--- src/rtl/exc_prio_pkg.sv ---
`timescale 1ns/1ps
package exc_prio_pkg;
    // Request indices; a lower index ranks higher.
    localparam int unsigned SRC_DEBUG   = 0;
    localparam int unsigned SRC_IFETCH  = 1;
    localparam int unsigned SRC_XLATE   = 2;
    localparam int unsigned SRC_DDATA   = 3;
    localparam int unsigned SRC_SYSCALL = 4;
    localparam int unsigned NUM_SRC     = 5;

    localparam int unsigned CODE_W = 5;
    localparam logic [CODE_W-1:0] CODE_XLATE   = 5'd2;
    localparam logic [CODE_W-1:0] CODE_IFETCH  = 5'd6;
    localparam logic [CODE_W-1:0] CODE_DDATA   = 5'd7;
    localparam logic [CODE_W-1:0] CODE_SYSCALL = 5'd8;

    localparam logic [31:0] GEN_VEC_OFFSET = 32'h0000_0180;
endpackage

--- src/rtl/exc_arbiter.sv ---
`timescale 1ns/1ps
module exc_arbiter #(
    parameter int unsigned N = 5
) (
    input  logic [N-1:0] req,
    output logic [N-1:0] grant,
    output logic         any
);
    logic [N:0] blocked;

    assign blocked[0] = 1'b0;

    for (genvar i = 0; i < N; i++) begin : g_rank
        assign grant[i]     = req[i] & ~blocked[i];
        assign blocked[i+1] = blocked[i] | req[i];
    end

    assign any = blocked[N];

    always_comb begin
        a_r3_onehot_grant: assert ($onehot0(grant))
            else $error("R3 grant not one-hot");
    end
endmodule

--- src/rtl/exc_capture.sv ---
`timescale 1ns/1ps
module exc_capture
    import exc_prio_pkg::*;
#(
    parameter int unsigned XLEN       = 32,
    parameter int unsigned ASID_W     = 8,
    parameter int unsigned VPN_LO     = 13,
    parameter logic [XLEN-1:0] EXC_BASE   = 32'h8000_0000,
    parameter logic [XLEN-1:0] DBG_VECTOR = 32'hBFC0_0480
) (
    input  logic                  clk,
    input  logic                  rst_n,
    input  logic [NUM_SRC-1:0]    grant,
    input  logic                  err_imprecise,
    input  logic                  in_delay_slot,
    input  logic [XLEN-1:0]       inst_pc,
    input  logic [XLEN-1:0]       branch_pc,
    input  logic [XLEN-1:0]       fault_vaddr,
    input  logic [ASID_W-1:0]     fault_asid,
    output logic                  redirect_valid,
    output logic [XLEN-1:0]       redirect_pc,
    output logic [CODE_W-1:0]     cause_code,
    output logic                  cause_bd,
    output logic                  cause_imprecise,
    output logic [XLEN-1:0]       epc,
    output logic [XLEN-1:0]       badvaddr,
    output logic [XLEN-VPN_LO-1:0] ctx_vpn,
    output logic [XLEN-VPN_LO-1:0] ehi_vpn,
    output logic [ASID_W-1:0]     ehi_asid,
    output logic                  dbg_bp,
    output logic                  dbg_dd,
    output logic [XLEN-1:0]       depc
);
    localparam int unsigned VPN_W = XLEN - VPN_LO;
    localparam logic [XLEN-1:0] GEN_VECTOR = EXC_BASE + XLEN'(GEN_VEC_OFFSET);

    typedef struct packed {
        logic              redir_valid;
        logic [XLEN-1:0]   redir_pc;
        logic [CODE_W-1:0] code;
        logic              bd;
        logic              imprecise;
        logic [XLEN-1:0]   epc;
        logic [XLEN-1:0]   badva;
        logic [VPN_W-1:0]  ctx_vpn;
        logic [VPN_W-1:0]  ehi_vpn;
        logic [ASID_W-1:0] asid;
        logic              dbp;
        logic              ddd;
        logic [XLEN-1:0]   depc;
    } cap_state_t;

    cap_state_t state_d, state_q;
    logic [XLEN-1:0] ret_pc_d;

    always_comb begin
        state_d             = state_q;
        state_d.redir_valid = 1'b0;
        ret_pc_d            = in_delay_slot ? branch_pc : inst_pc;

        if (grant[SRC_DEBUG]) begin
            state_d.redir_valid = 1'b1;
            state_d.redir_pc    = DBG_VECTOR;
            state_d.dbp         = 1'b1;
            state_d.ddd         = in_delay_slot;
            state_d.depc        = ret_pc_d;
        end else if (|grant) begin
            state_d.redir_valid = 1'b1;
            state_d.redir_pc    = GEN_VECTOR;
            state_d.epc         = ret_pc_d;
            state_d.bd          = in_delay_slot;
            state_d.imprecise   = 1'b0;
            if (grant[SRC_IFETCH]) begin
                state_d.code      = CODE_IFETCH;
                state_d.imprecise = err_imprecise;
            end else if (grant[SRC_XLATE]) begin
                state_d.code    = CODE_XLATE;
                state_d.badva   = fault_vaddr;
                state_d.ctx_vpn = fault_vaddr[XLEN-1:VPN_LO];
                state_d.ehi_vpn = fault_vaddr[XLEN-1:VPN_LO];
                state_d.asid    = fault_asid;
            end else if (grant[SRC_DDATA]) begin
                state_d.code      = CODE_DDATA;
                state_d.imprecise = err_imprecise;
            end else begin
                state_d.code = CODE_SYSCALL;
            end
        end
    end

    always_ff @(posedge clk or negedge rst_n) begin
        if (!rst_n) state_q <= '0;
        else        state_q <= state_d;
    end

    assign redirect_valid  = state_q.redir_valid;
    assign redirect_pc     = state_q.redir_pc;
    assign cause_code      = state_q.code;
    assign cause_bd        = state_q.bd;
    assign cause_imprecise = state_q.imprecise;
    assign epc             = state_q.epc;
    assign badvaddr        = state_q.badva;
    assign ctx_vpn         = state_q.ctx_vpn;
    assign ehi_vpn         = state_q.ehi_vpn;
    assign ehi_asid        = state_q.asid;
    assign dbg_bp          = state_q.dbp;
    assign dbg_dd          = state_q.ddd;
    assign depc            = state_q.depc;

    // a bus error or syscall win keeps the translation view intact
    a_r7_xlate_view_kept: assert property (@(posedge clk) disable iff (!rst_n)
        (grant[SRC_IFETCH] | grant[SRC_DDATA] | grant[SRC_SYSCALL])
        |=> ($stable(badvaddr) && $stable(ctx_vpn) && $stable(ehi_vpn) && $stable(ehi_asid)))
        else $error("R7 translation fields disturbed");

    // debug entry leaves normal exception state alone
    a_r8_debug_keeps_cause: assert property (@(posedge clk) disable iff (!rst_n)
        grant[SRC_DEBUG] |=> ($stable(cause_code) && $stable(epc) && $stable(cause_bd) && dbg_bp))
        else $error("R8 debug entry disturbed cause state");
endmodule

--- src/rtl/exc_prio_capture.sv ---
`timescale 1ns/1ps
module exc_prio_capture
    import exc_prio_pkg::*;
#(
    parameter int unsigned XLEN       = 32,
    parameter int unsigned ASID_W     = 8,
    parameter int unsigned VPN_LO     = 13,
    parameter logic [XLEN-1:0] EXC_BASE   = 32'h8000_0000,
    parameter logic [XLEN-1:0] DBG_VECTOR = 32'hBFC0_0480
) (
    input  logic                   clk,
    input  logic                   rst_n,
    input  logic                   req_valid,
    input  logic                   req_ifetch_err,
    input  logic                   req_data_err,
    input  logic                   req_syscall,
    input  logic                   req_dbg_break,
    input  logic                   req_xlate_inv,
    input  logic                   err_imprecise,
    input  logic                   in_delay_slot,
    input  logic [XLEN-1:0]        inst_pc,
    input  logic [XLEN-1:0]        branch_pc,
    input  logic [XLEN-1:0]        fault_vaddr,
    input  logic [ASID_W-1:0]      fault_asid,
    output logic                   redirect_valid,
    output logic [XLEN-1:0]        redirect_pc,
    output logic [CODE_W-1:0]      cause_code,
    output logic                   cause_bd,
    output logic                   cause_imprecise,
    output logic [XLEN-1:0]        epc,
    output logic [XLEN-1:0]        badvaddr,
    output logic [XLEN-VPN_LO-1:0] ctx_vpn,
    output logic [XLEN-VPN_LO-1:0] ehi_vpn,
    output logic [ASID_W-1:0]      ehi_asid,
    output logic                   dbg_bp,
    output logic                   dbg_dd,
    output logic [XLEN-1:0]        depc
);
    localparam logic [XLEN-1:0] GEN_VECTOR = EXC_BASE + XLEN'(GEN_VEC_OFFSET);

    logic [NUM_SRC-1:0] req_raw;
    logic [NUM_SRC-1:0] req_gated;
    logic [NUM_SRC-1:0] grant;
    logic               any_req;

    always_comb begin
        req_raw              = '0;
        req_raw[SRC_DEBUG]   = req_dbg_break;
        req_raw[SRC_IFETCH]  = req_ifetch_err;
        req_raw[SRC_XLATE]   = req_xlate_inv;
        req_raw[SRC_DDATA]   = req_data_err;
        req_raw[SRC_SYSCALL] = req_syscall;
        req_gated            = req_raw & {NUM_SRC{req_valid}};
    end

    exc_arbiter #(.N(NUM_SRC)) u_arb (
        .req   (req_gated),
        .grant (grant),
        .any   (any_req)
    );

    exc_capture #(
        .XLEN(XLEN), .ASID_W(ASID_W), .VPN_LO(VPN_LO),
        .EXC_BASE(EXC_BASE), .DBG_VECTOR(DBG_VECTOR)
    ) u_cap (
        .clk, .rst_n, .grant, .err_imprecise, .in_delay_slot,
        .inst_pc, .branch_pc, .fault_vaddr, .fault_asid,
        .redirect_valid, .redirect_pc, .cause_code, .cause_bd,
        .cause_imprecise, .epc, .badvaddr, .ctx_vpn, .ehi_vpn,
        .ehi_asid, .dbg_bp, .dbg_dd, .depc
    );

    // a presented request always yields a redirect on the next cycle
    a_r1_redirect_follows: assert property (@(posedge clk) disable iff (!rst_n)
        (req_valid && (req_ifetch_err || req_data_err || req_syscall || req_dbg_break || req_xlate_inv))
        |=> redirect_valid)
        else $error("R1 missing redirect");

    // no request, no redirect
    a_r1_quiet_idle: assert property (@(posedge clk) disable iff (!rst_n)
        !(req_valid && (req_ifetch_err || req_data_err || req_syscall || req_dbg_break || req_xlate_inv))
        |=> !redirect_valid)
        else $error("R1 spurious redirect");

    // fetch bus error outranks data bus error
    a_r3_fetch_beats_data: assert property (@(posedge clk) disable iff (!rst_n)
        (req_valid && req_ifetch_err && req_data_err && !req_dbg_break)
        |=> (cause_code == CODE_IFETCH && redirect_pc == GEN_VECTOR))
        else $error("R3 data error won over fetch error");

    // translation fault page fields mirror the bad address
    a_r6_page_fields: assert property (@(posedge clk) disable iff (!rst_n)
        (req_valid && req_xlate_inv && !req_dbg_break && !req_ifetch_err)
        |=> (ctx_vpn == badvaddr[XLEN-1:VPN_LO] && ehi_vpn == badvaddr[XLEN-1:VPN_LO]
             && cause_code == CODE_XLATE))
        else $error("R6 page fields mismatch");

    // breakpoint targets the debug vector
    a_r8_debug_vector: assert property (@(posedge clk) disable iff (!rst_n)
        (req_valid && req_dbg_break) |=> (redirect_pc == DBG_VECTOR && dbg_bp))
        else $error("R8 wrong debug vector");

    logic unused_any;
    assign unused_any = any_req;
endmodule

--- config.mk ---
export PLATFORM = sky130hd
export DESIGN_NAME = exc_prio_capture
export DESIGN_NICKNAME = d
export VERILOG_FILES = /design/src/rtl/exc_prio_pkg.sv /design/src/rtl/exc_arbiter.sv /design/src/rtl/exc_capture.sv /design/src/rtl/exc_prio_capture.sv
export SDC_FILE = /design/constraint.sdc
export NUM_CORES = 1
export LEC_CHECK = 0
export ABC_AREA = 1
export BUFFER_PORTS_ARGS = -buffer_cell sky130_fd_sc_hd__buf_2
export CORE_MARGIN = 2
export CORE_UTILIZATION = 25
export CTS_CLUSTER_SIZE = 40
export DETAILED_ROUTE_END_ITERATION = 10
export SETUP_SLACK_MARGIN = 0.3
export SYNTH_ARGS = -nofsm -noshare
export SYNTH_HDL_FRONTEND = slang
export SYNTH_HIERARCHICAL = 1
export SYNTH_SLANG_ARGS = --single-unit
--- constraint.sdc ---
create_clock -name clk -period 1.9 [get_ports clk]
set_input_delay 0 -clock clk [delete_from_list [all_inputs] [get_ports clk]]
set_output_delay 0 -clock clk [all_outputs]
set_load 0.02 [all_outputs]
# Yosys cells after proc, flatten, opt, wreduce, memory -nomap -nowiden
# Cells that the tools add are included.
[totals]
ram_bits = 0
latch_bits = 0
romBits = 0
regBits = 165
memories = 0
wordCells = 40
input_bits = 114
[op_classes]
reduce_logical = 4
magnitude_cmp = 0
shift = 0
n_mux = 11
add_sub_neg = 0
eq_ne = 0
bitwise = 13
n_div = 0
n_mul = 0
[ops]
columns = ["op", "n"]
rows = [
  ["78-bit 2-to-1 mux", 2],
  ["150-bit 2-to-1 mux", 1],
  ["33-bit 2-to-1 mux", 1],
  ["32-bit 2-to-1 mux", 1],
  ["4-bit 2-to-1 mux", 2],
  ["5-bit bitwise AND", 1],
  ["5-bit 2-to-1 mux", 1],
  ["1-bit NOT", 5],
  ["5-bit OR reduction", 1],
  ["1-bit bitwise AND", 4],
  ["4-bit AND reduction", 1],
  ["1-bit 2-to-1 mux", 3],
  ["1-bit OR", 3],
  ["2-bit AND reduction", 1],
  ["2-bit nonzero test", 1],
]

# Longest topological paths before layout
# Gate-level depths: netlist of run 1.
[depth]
ltp_word = 10
depth_mapped = 11

# Cells and area by module
# Netlist of run 1, hierarchy kept.
[by_module_without_submodules]
columns = ["module", "seq_area_each_um2", "area_each_um2", "instances", "cells_each"]
rows = [
  ["exc_capture", 2902.8, 5477.8, 1, 669],
  ["exc_arbiter", 0.0, 67.6, 1, 13],
  ["exc_prio_capture", 0.0, 37.5, 1, 10],
]

# Least setup slack after synthesis of run 1
# Ideal clock, no wire load.
[synth_timing]
path_kind = "input port to flip-flop"
startpoint = "in req_ifetch_err"
endpoint = "reg u_cap.state_q, in the netlist u_cap/cause_code[1]"
n_path_buf = 1
setup_time_ps = 124
arrival_ps = 974
setup_slack_ps = 802
stages = 11
path_cell_list = "nand2_1 > inv_1 > nor2_2 > nand2_1 > nor2_1 > nor2_2 > nand3_2 > nand2_2 > buf_4 > nand2_1 > nand2_1"
[synth_between]
elab_chain_cells = 8
word_cells_on_any_way = 16
cone_classes = "mux (3); bitwise (11); reduce/logical (2)"
[synth_rtl]
columns = ["item", "line", "text"]
rows = [
  ["start: declaration", "exc_prio_capture.sv:14", "input logic req_ifetch_err,"],
  ["5-bit bitwise AND (*)", "exc_prio_capture.sv:53", "req_gated = req_raw & {NUM_SRC{req_valid}};"],
  ["net req_gated[1]", "exc_prio_capture.sv:42", "logic [NUM_SRC-1:0] req_gated;"],
  ["1-bit OR (*) (2 in a row)", "exc_arbiter.sv:15", "assign blocked[i+1] = blocked[i] | req[i];"],
  ["1-bit NOT (*)", "exc_arbiter.sv:14", "assign grant[i] = req[i] & ~blocked[i];"],
  ["1-bit bitwise AND (*)", "exc_arbiter.sv:14", ""],
  ["net grant[3]", "exc_prio_capture.sv:43", "logic [NUM_SRC-1:0] grant;"],
  ["4-bit 2-to-1 mux", "exc_capture.sv:82", "end else if (grant[SRC_DDATA]) begin"],
  ["4-bit 2-to-1 mux", "exc_capture.sv:76", "end else if (grant[SRC_XLATE]) begin"],
  ["5-bit 2-to-1 mux", "exc_capture.sv:73", "if (grant[SRC_IFETCH]) begin"],
  ["end signal: assignment", "exc_capture.sv:93", "else state_q <= state_d;"],
  ["end: declaration", "exc_capture.sv:53", "cap_state_t state_d, state_q;"],
]
# Mark *: on every way through the listed nets, which the timed path passes. The rest lies on a longest branch.
# A chain may end at the register's enable or synchronous reset.

# Worst setup path in the final report of run 1
[layout_timing]
startpoint = "in inst_pc[10]"
endpoint = "reg u_cap.state_q, in the netlist u_cap/depc[10]"
[layout_between]
elab_chain_cells = 1
[layout_rtl]
columns = ["item", "line", "text"]
rows = [
  ["start: declaration", "exc_prio_capture.sv:21", "input logic [XLEN-1:0] inst_pc,"],
  ["32-bit 2-to-1 mux", "exc_capture.sv:59", "ret_pc_d = in_delay_slot ? branch_pc : inst_pc;"],
]
# Every way passes these cells.

==> reports/results.ini, run 1 <==
[die]
row_count=54
ioPinCount=298
coreArea_sq_um=21900
die_w_microns=153
initial_core_util=0.255
fp.dieH_microns=153
die-area_sq_um=23500

[hold_path]
hp-start=inst_pc[2]
whs_path_depth=5
hp-class=input pin to flip-flop
hold_end=u_cap/depc[2]

[run]
cap_violations=0

[power_and_ir_drop]
clockPowerShare=0.366
p_comb_frac=0.286
p_sw_frac=0.341
powerDensity_nw_per_um2=1100
ir_drop_mv=0.390
p_seq_frac=0.348
finalPower_mw=9.20
p_leak_nw=4.80
intPower_mw=6.07
power_switching_mw=3.13

[worst_setup_path]
worstSetupPathType=input pin to flip-flop
crit_chain=dlygate4sd3_1, buf_2, inv_1, o21ai_0, dlygate4sd3_1, nand2_1, nand2_1
crit_buf_inv=4
rrSetupSlack_ns=1.14
crit_path_start_kind=input pin
cp-end-kind=flip-flop
worstReg2RegStart=u_cap/redirect_pc[29]
crit_family=buffers and inverters
worst_path_max_delay_cell=dlygate4sd3_1
crit_required_ns=2.25
regToRegEndpoint=u_cap/redirect_pc[29]
reg2reg_depth=1
arrival_ns=1.61
slowest_delay_ns=0.61
crit_fanout=2

[layout]
multi_input_area_sq_um=1850
final_util=0.381
drive_gt1_frac=0.327
nFillCells=2264
area_growth_pct=49.6
fin_nets=1117
regArea_sq_um=2900

[routing]
drt_pass1_iterations=4
num_vias=5342
drc=0
postRouteAntennaNets=0
wl_microns=17700
first_iter_violations=255
avgViaCountPerCell=4.12
wire_per_inst_microns=13.7

[sta]
clock.fmax_ghz=0.793
finalHoldViolations=0
fin_tns_setup_ns=0
fin_worst_skew_ns=0
worst_slack_ns=0.640
drv_slew=0
tightest_slew_ns=0.605
grt_setup_unrepaired=false
max_slew_margin=0.597
setup-violations-final=0
post-route-period-util=0.663
fin_crit_ns=1.26

[outcome]
status=complete, no violations

[grt]
grt_use_total=0.149
grt_pass1_wl_microns=27800
grt_start_max_net_pins=45
grt_pass1_vias=5336
antenna_found_initial=1
overflow=0

[placed_design]
post-place-ws_ns=0.319
place.gp.congestion=0.774
dp_hpwl_microns=11900
portBuffers=276

[cts]
htree_levels=4
clockBufferDepth=2
clk_latency_ns=0.41
cts_buffers=17
clkSinkCount=116
cts_root_buf=clkbuf_16
cts_tree=built
path_clk_slew_ns=0.06
cts.repair.resized=0

[logic_synthesis]
synth_cells=691
yosysWarningCount=6
synth.avg_cell_area_sq_um=8.07
syn_area_sq_um=5580

-- worst max path at each step --
stage / end / startpoint / cells past startpoint / slack, ns
2_1_floorplan: u_cap/cause_code[1] / req_ifetch_err / 10 / 0.81
3_3_place_gp: u_cap/badvaddr[25] / req_valid / 9 / 0.32
3_5_place_dp: u_cap/epc[21] / req_valid / 11 / 0.32
4_1_cts: u_cap/depc[28] / inst_pc[28] / 7 / 0.68
5_1_grt: u_cap/depc[28] / inst_pc[28] / 7 / 0.53
6_report: u_cap/depc[10] / inst_pc[10] / 7 / 0.64
-- tightest hold or removal path, stage by stage --
cell	delay, ns
buf_2	0.10
inv_1	0.04
o21ai_0	0.11
nand2_1	0.08
nand2_1	0.05
-- power by group through the flow --
stage	clock network (mW)	logic (mW)	registers, mW
CTS	3.49	2.66	3.20
global route	3.60	2.86	3.26
detailed placement	0	2.51	3.23
finish	3.37	2.63	3.20
global placement	0	2.49	3.22
floorplan	0	1.22	3.77
-- cells in the final DEF (no fill, tap or decap), drive strengths merged --
cell type	instances
buf	292
bufinv	4
clkbuf	21
clkinv	4
clkinvlp	2
conb	21
dfrtp	116
diode	1
dlygate4sd3	89
inv	46
nand2	297
nand3	78
nand4	1
nor2	6
nor3	1
o21a	1
o21ai	33
o31ai	1
or2	2
-- layout make-up --
class                      count  area share
antenna                        1    0.000300
clock buffer                  21      0.0552
clock inverter                10      0.0186
inverter                      46      0.0207
multi-input combinational    441       0.222
sequential                   116       0.348
tap                          280      0.0420
timing repair buffer         381       0.293
-- per-layer routing --
metal	vias to the layer above	share of wire	global-route usage
met2	235	0.47	0.250
met5	-	0	0
met1	2420	0.43	0.177
met4	0	0.027	0.0594
met3	28	0.075	0.0493
li1	2659	-	-
-- flip-flops by register name, summed over array words and instances (netlist names) --
| register | cells |
|---|---|
| u_cap/cause_bd | 1 |
| u_cap/dbg_dd | 1 |
| u_cap/epc | 32 |
| u_cap/dbg_bp | 1 |
| u_cap/cause_code | 4 |
| u_cap/cause_imprecise | 1 |
| u_cap/badvaddr | 32 |
| u_cap/redirect_valid | 1 |
| u_cap/ehi_asid | 8 |
| u_cap/redirect_pc | 3 |
| u_cap/depc | 32 |
-- metrics by stage --
stage	cells	hold WS, ns	instance area, sq um
global placement	1175	0.0546	6830
floorplan	711	-0.296	5650
global route	1296	0.0198	8340
detailed placement	1175	0.0642	6830
finish	1296	0.000407	8340
CTS	1295	0.000126	8340
-- repair_timing --
item                                   CTS  global route
buffers inserted                         0             0
hold buffers                            89             0
endpoints found under the hold margin  127             0
No activity file was read; power rests on OpenSTA's default activity.
==> inputs of run 2 (changes only) <==
==> constraint.sdc (replaced) <==
create_clock -name clk -period 1.1 [get_ports clk]
set_input_delay 0 -clock clk [delete_from_list [all_inputs] [get_ports clk]]
set_output_delay 0 -clock clk [all_outputs]
set_load 0.02 [all_outputs]
==> run 2 against run 1 <==
Count of clock-buffer cells in the layout grew 3. Sequential share of layout area shrank 9.0 points. Cell area grew 36%. Sequential cell count is the same. First-iteration DRC count grew 24%. Critical path depth shrank 6. Wire length grew 28%. Worst hold slack gained 0.018 ns. Non-clock buffer count grew 94. Die area is the same. Critical path type is now flip-flop to output port. Largest cell class is now buffers.
==> reports/results.ini, run 2 (synthesized netlist as in run 1, its figures left out) <==
[placed_design]
place.gp.congestion=0.736  ; was 0.774
post-place-ws_ns=-0.267  ; was 0.319 ns
portBuffers=276  ; unchanged
dp_hpwl_microns=12100  ; was 11900 microns

[worst_setup_path]
slowest_delay_ns=0.48  ; was 0.61 ns
crit_required_ns=1.10  ; was 2.25 ns
crit_buf_inv=1  ; was 4
arrival_ns=1.06  ; was 1.61 ns
worst_path_max_delay_cell=dfrtp_1  ; was dlygate4sd3_1
crit_path_start_kind=flip-flop  ; was input pin
crit_family=flip-flops  ; was buffers and inverters
regToRegEndpoint=u_cap/cause_code[1]  ; was u_cap/redirect_pc[29]
rrSetupSlack_ns=0.23  ; was 1.14 ns
crit_chain=buf_6  ; was dlygate4sd3_1, buf_2, inv_1, o21ai_0, dlygate4sd3_1, nand2_1, nand2_1
worstReg2RegStart=u_cap/cause_code[1]  ; was u_cap/redirect_pc[29]
worstSetupPathType=flip-flop to output port  ; was input pin to flip-flop
cp-end-kind=output port  ; was flip-flop
reg2reg_depth=4  ; was 1
crit_fanout=4  ; was 2

[die]
coreArea_sq_um=21900  ; unchanged
row_count=54  ; unchanged
initial_core_util=0.255  ; unchanged
ioPinCount=298  ; unchanged
die_w_microns=153  ; unchanged
die-area_sq_um=23500  ; unchanged
fp.dieH_microns=153  ; unchanged

[sta]
worst_slack_ns=0.0421  ; was 0.640 ns
clock.fmax_ghz=0.945
drv_slew=0  ; unchanged
post-route-period-util=0.962
fin_worst_skew_ns=0  ; unchanged
finalHoldViolations=0  ; unchanged
setup-violations-final=0  ; unchanged
grt_setup_unrepaired=true  ; was false
fin_crit_ns=1.06
fin_tns_setup_ns=0  ; unchanged
whs_ns=0.0181  ; was 0.000407 ns

[routing]
wire_per_inst_microns=16.3  ; was 13.7 microns
postRouteAntennaNets=0  ; unchanged
num_vias=6114  ; was 5342
first_iter_violations=317  ; was 255
drc=0  ; unchanged
wl_microns=22600  ; was 17700 microns
drt_pass1_iterations=4  ; unchanged
avgViaCountPerCell=4.41  ; was 4.12

[cts]
clkSinkCount=116  ; unchanged
cts_root_buf=clkbuf_16  ; unchanged
cts_tree=built  ; unchanged
cts_buffers=17  ; unchanged
clk_latency_ns=0.40  ; was 0.41 ns
clockBufferDepth=2  ; unchanged
htree_levels=4  ; unchanged
path_clk_slew_ns=0.05  ; was 0.06 ns

[grt]
grt_start_max_net_pins=58  ; was 45
grt_pass1_wl_microns=32100  ; was 27800 microns
overflow=0  ; unchanged
grt_use_total=0.172  ; was 0.149
antenna_found_initial=0  ; was 1
grt_pass1_vias=6024  ; was 5336

[hold_path]
hp-class=input pin to flip-flop  ; unchanged
hp-start=inst_pc[24]  ; was inst_pc[2]
whs_path_depth=5  ; unchanged
hold_end=u_cap/depc[24]  ; was u_cap/depc[2]

[power_and_ir_drop]
p_seq_frac=0.308  ; was 0.348
clockPowerShare=0.296  ; was 0.366
p_comb_frac=0.396  ; was 0.286
p_leak_nw=5.92  ; was 4.80 nW
ir_drop_mv=0.841  ; was 0.390 mV
power_switching_mw=6.52  ; was 3.13 mW
intPower_mw=13.0  ; was 6.07 mW
finalPower_mw=19.5  ; was 9.20 mW
powerDensity_nw_per_um2=1720  ; was 1100 nW/um^2
p_sw_frac=0.335  ; was 0.341

[layout]
mostFrequentLayoutCells=177 x nand2_1, 170 x buf_6, 118 x buf_2  ; was 296 x nand2_1, 275 x buf_2, 116 x dfrtp_1
regArea_sq_um=2930  ; was 2900 sq um
drive_gt1_frac=0.537  ; was 0.327
fin_nets=1211  ; was 1117
multi_input_area_sq_um=2580  ; was 1850 sq um
final_common_cell=nand2_1  ; unchanged
area_growth_pct=103  ; was 49.6%
nFillCells=1853  ; was 2264
final_util=0.518  ; was 0.381
n_antenna_cell=0  ; was 1

[run]
cap_violations=0  ; unchanged

[outcome]
status=complete, no violations  ; unchanged

[run 2: worst min-delay path, stage by stage]
cell and delay [ns]:
buf_2 0.09, inv_1 0.04, o21ai_0 0.12, nand2_1 0.09
nand2_1 0.04
[run 2: worst max path at each step]
| stage | startpoint | endpoint | cells after the start |
|---|---|---|---|
| after floorplan | req_dbg_break | u_cap/epc[15] | 10 |
| after global placement | req_valid | u_cap/badvaddr[24] | 10 |
| after detailed placement | req_valid | u_cap/badvaddr[17] | 9 |
| after CTS | u_cap/redirect_pc[29] | redirect_pc[25] | 1 |
| after global routing | u_cap/badvaddr[28] | ctx_vpn[15] | 1 |
| final | u_cap/badvaddr[28] | ctx_vpn[15] | 1 |
[run 2: through the flow]
stage | cells | area, sq um
after floorplan | 711 | 5840
after global placement | 1189 | 7180
after detailed placement | 1189 | 7180
after CTS | 1340 | 10300
after global routing | 1386 | 11300
final | 1386 | 11300
[run 2: cell type report]
type	count	share of cell area
clock inverters	4	0.00839
well taps	280	0.0309
flip-flops and latches	116	0.258
repair buffers	475	0.413
inverters	46	0.0170
multi-input cells	441	0.228
clock buffers	24	0.0451
[run 2: timing repair]
action / in CTS / in global routing
hold endpoints to repair: 197 / 0
cloned: 10 / 9
buffers inserted: 28 / 37
pin swaps: 12 / 29
hold buffers: 85 / 0
gates resized for setup: 371 / 183
endpoints found under the setup margin: 244 / 251
[run 2: power groups by stage]
stage	Clock, mW	Sequential [mW]	Combinational (mW)
2_1_floorplan	0	6.51	2.20
3_3_place_gp	0	5.58	4.49
3_5_place_dp	0	5.58	4.53
4_1_cts	5.92	5.81	6.65
5_1_grt	6.08	6.09	8.15
6_report	5.77	6.01	7.71
[run 2: layer usage]
layer / vias up / track usage / wire (microns)
met5: - / 0 / 0
met2: 275 / 0.302 / 11700
li1: 2866 / - / -
met1: 2935 / 0.202 / 8920
met4: 0 / 0.0577 / 552
met3: 38 / 0.0505 / 1460
==> inputs of run 3 (changes only) <==
==> constraint.sdc (replaced) <==
create_clock -name clk -period 1.15 [get_ports clk]
set_input_delay 0 -clock clk [delete_from_list [all_inputs] [get_ports clk]]
set_output_delay 0 -clock clk [all_outputs]
set_load 0.02 [all_outputs]
==> run 3 against run 2 <==
Largest cell class unchanged. Critical path depth grew 12. Cell area shrank 3.2%. Highest routed layer unchanged. First-iteration DRC count shrank 1.9%. Count of clock-buffer cells in the layout shrank 6. Critical path type is now input pin to flip-flop. Non-clock buffer count grew 15. Worst hold slack lost 0.014 ns. Total power shrank 8.0%. Clock power shrank 12%. Via count shrank 0.82%. Sequential power shrank 6.7%. Core utilization shrank 1.7 points.
==> reports/results.ini, run 3 (synthesized netlist as in run 1, its figures left out) <==
[outcome]
status=complete, no violations  ; unchanged

[layout]
nFillCells=1907  ; was 1853
mostFrequentLayoutCells=238 x nand2_1, 172 x buf_6, 118 x buf_2  ; was 177 x nand2_1, 170 x buf_6, 118 x buf_2
regArea_sq_um=2930  ; about the same
drive_gt1_frac=0.488  ; was 0.537
fin_nets=1226  ; was 1211
area_growth_pct=96.7  ; was 103%
final_common_cell=nand2_1  ; unchanged
finalNonFillerCells=1406  ; was 1386
multi_input_area_sq_um=2300  ; was 2580 sq um

[power_and_ir_drop]
powerDensity_nw_per_um2=1630  ; was 1720 nW/um^2
finalPower_mw=17.9  ; was 19.5 mW
p_leak_nw=5.86  ; was 5.92 nW
ir_drop_mv=0.720  ; was 0.841 mV

[cts]
cts_root_buf=clkbuf_16  ; unchanged
cts_tree=built  ; unchanged
clk_latency_ns=0.41  ; was 0.40 ns
clkSinkCount=116  ; unchanged
cts_buffers=17  ; unchanged
clockBufferDepth=2  ; unchanged
htree_levels=4  ; unchanged
path_clk_slew_ns=0.06  ; was 0.05 ns

[grt]
grt_start_max_net_pins=52  ; was 58
grt_pass1_vias=6060  ; was 6024
antenna_found_initial=1  ; was 0
grt_use_total=0.174  ; was 0.172
grt_pass1_wl_microns=32400  ; was 32100 microns
overflow=0  ; unchanged

[hold_path]
hp-class=input pin to asynchronous set/reset pin  ; was input pin to flip-flop

[worst_setup_path]
slowest_delay_ns=0.15  ; was 0.48 ns
arrival_ns=1.36  ; was 1.06 ns
reg2reg_depth=4  ; unchanged
crit_required_ns=1.45  ; was 1.10 ns
rrSetupSlack_ns=0.25  ; was 0.23 ns
crit_chain=buf_12, nand2_4, inv_4, nor2_4, nand3_2, nor2_4, inv_2, nand3_4, nand2_8, buf_12, buf_16, nand2_2, nand2_1  ; was buf_6
cp-end-kind=flip-flop  ; was output port
crit_path_start_kind=input pin  ; was flip-flop
worst_path_max_delay_cell=buf_12  ; was dfrtp_1
worstSetupPathType=input pin to flip-flop  ; was flip-flop to output port
crit_fanout=8  ; was 4

[placed_design]
portBuffers=276  ; unchanged
post-place-ws_ns=-0.231  ; was -0.267 ns
dp_cells=1191  ; was 1189
place.gp.congestion=0.761  ; was 0.736
dp_hpwl_microns=12000  ; was 12100 microns

[routing]
drc=0  ; unchanged
first_iter_violations=311  ; was 317
drt_pass1_iterations=5  ; was 4
postRouteAntennaNets=0  ; unchanged
wl_microns=21800  ; was 22600 microns
wire_per_inst_microns=15.5  ; was 16.3 microns
avgViaCountPerCell=4.31  ; was 4.41
num_vias=6064  ; was 6114

[die]
coreArea_sq_um=21900  ; unchanged
ioPinCount=298  ; unchanged
die-area_sq_um=23500  ; unchanged
die_w_microns=153  ; unchanged
fp.dieH_microns=153  ; unchanged
initial_core_util=0.255  ; unchanged
row_count=54  ; unchanged

[sta]
drv_slew=0  ; unchanged
setup-violations-final=0  ; unchanged
grt_setup_unrepaired=true  ; unchanged
clock.fmax_ghz=0.942
fin_tns_setup_ns=0  ; unchanged
fin_worst_skew_ns=0  ; unchanged
finalHoldViolations=0  ; unchanged
post-route-period-util=0.924
fin_crit_ns=1.06
worst_slack_ns=0.0879  ; was 0.0421 ns

[run]
cap_violations=0  ; unchanged

[run 3: cell types whose count changed in the layout (fill, tap and decap cells not counted), moves of 7 or more]
cell,before,now
buf_4,66,81
dlygate4sd3_1,85,93
nand2_1,177,238
nand2_2,74,34
nand2_4,43,23
nand3_2,17,24
[run 3: worst max-delay path: cells and delay by family]
family / cells / cell delay, ns
buffers and inverters: 5 / 0.51
and+or+nand+nor: 8 / 0.83
[run 3: worst paths after layout]
| kind | from | to |
|---|---|---|
| setup / recovery | req_valid | u_cap/cause_bd |
| hold / removal | rst_n | u_cap/depc[17] |
| setup reg to reg | u_cap/badvaddr[13] | u_cap/badvaddr[13] |
| hold reg to reg | u_cap/dbg_bp | u_cap/dbg_bp |
| max in group asynchronous | rst_n | u_cap/badvaddr[25] |
| min in group clk | inst_pc[3] | u_cap/depc[3] |
[run 3: what timing repair did]
item                                   in CTS  in global routing
buffers inserted                           38                 42
cloned                                      7                  2
pin swaps                                  20                 22
setup endpoints to repair                 244                254
gates resized for setup                   376                 92
hold buffers                               93                  0
endpoints found under the hold margin     202                  0
[run 3: through the flow]
step           utilization  hold WS (ns)  area (sq um)
2_1_floorplan            -        -0.296          5850
3_3_place_gp         0.327       -0.0987          7160
3_5_place_dp         0.327       -0.0984          7160
4_1_cts              0.471       -0.0144         10300
5_1_grt              0.501        0.0121         11000
6_report             0.501       0.00367         11000
[run 3: layout make-up]
cell class	count	area share
antenna	1	0.000228
multi-input combinational	441	0.210
clock buffer	18	0.0400
timing repair buffer	490	0.422
clock inverter	14	0.0117
inverter	46	0.0173
tap	280	0.0319
sequential	116	0.267
[run 3: report_power, final]
part | leakage, nW | total, mW | internal [mW] | switching, mW
clock | 0.273 | 5.10 | 3.05 | 2.06
combinational | 4.17 | 7.22 | 3.77 | 3.45
sequential | 1.42 | 5.61 | 4.85 | 0.761
total | 5.86 | 17.9 | 11.7 | 6.27
[run 3: metal layers]
layer | up-vias | GRT usage | share of wire
met5 | - | 0 | 0
met4 | 0 | 0.0507 | 0.020
met3 | 41 | 0.0544 | 0.067
met2 | 270 | 0.313 | 0.52
met1 | 2859 | 0.199 | 0.40
li1 | 2894 | - | -
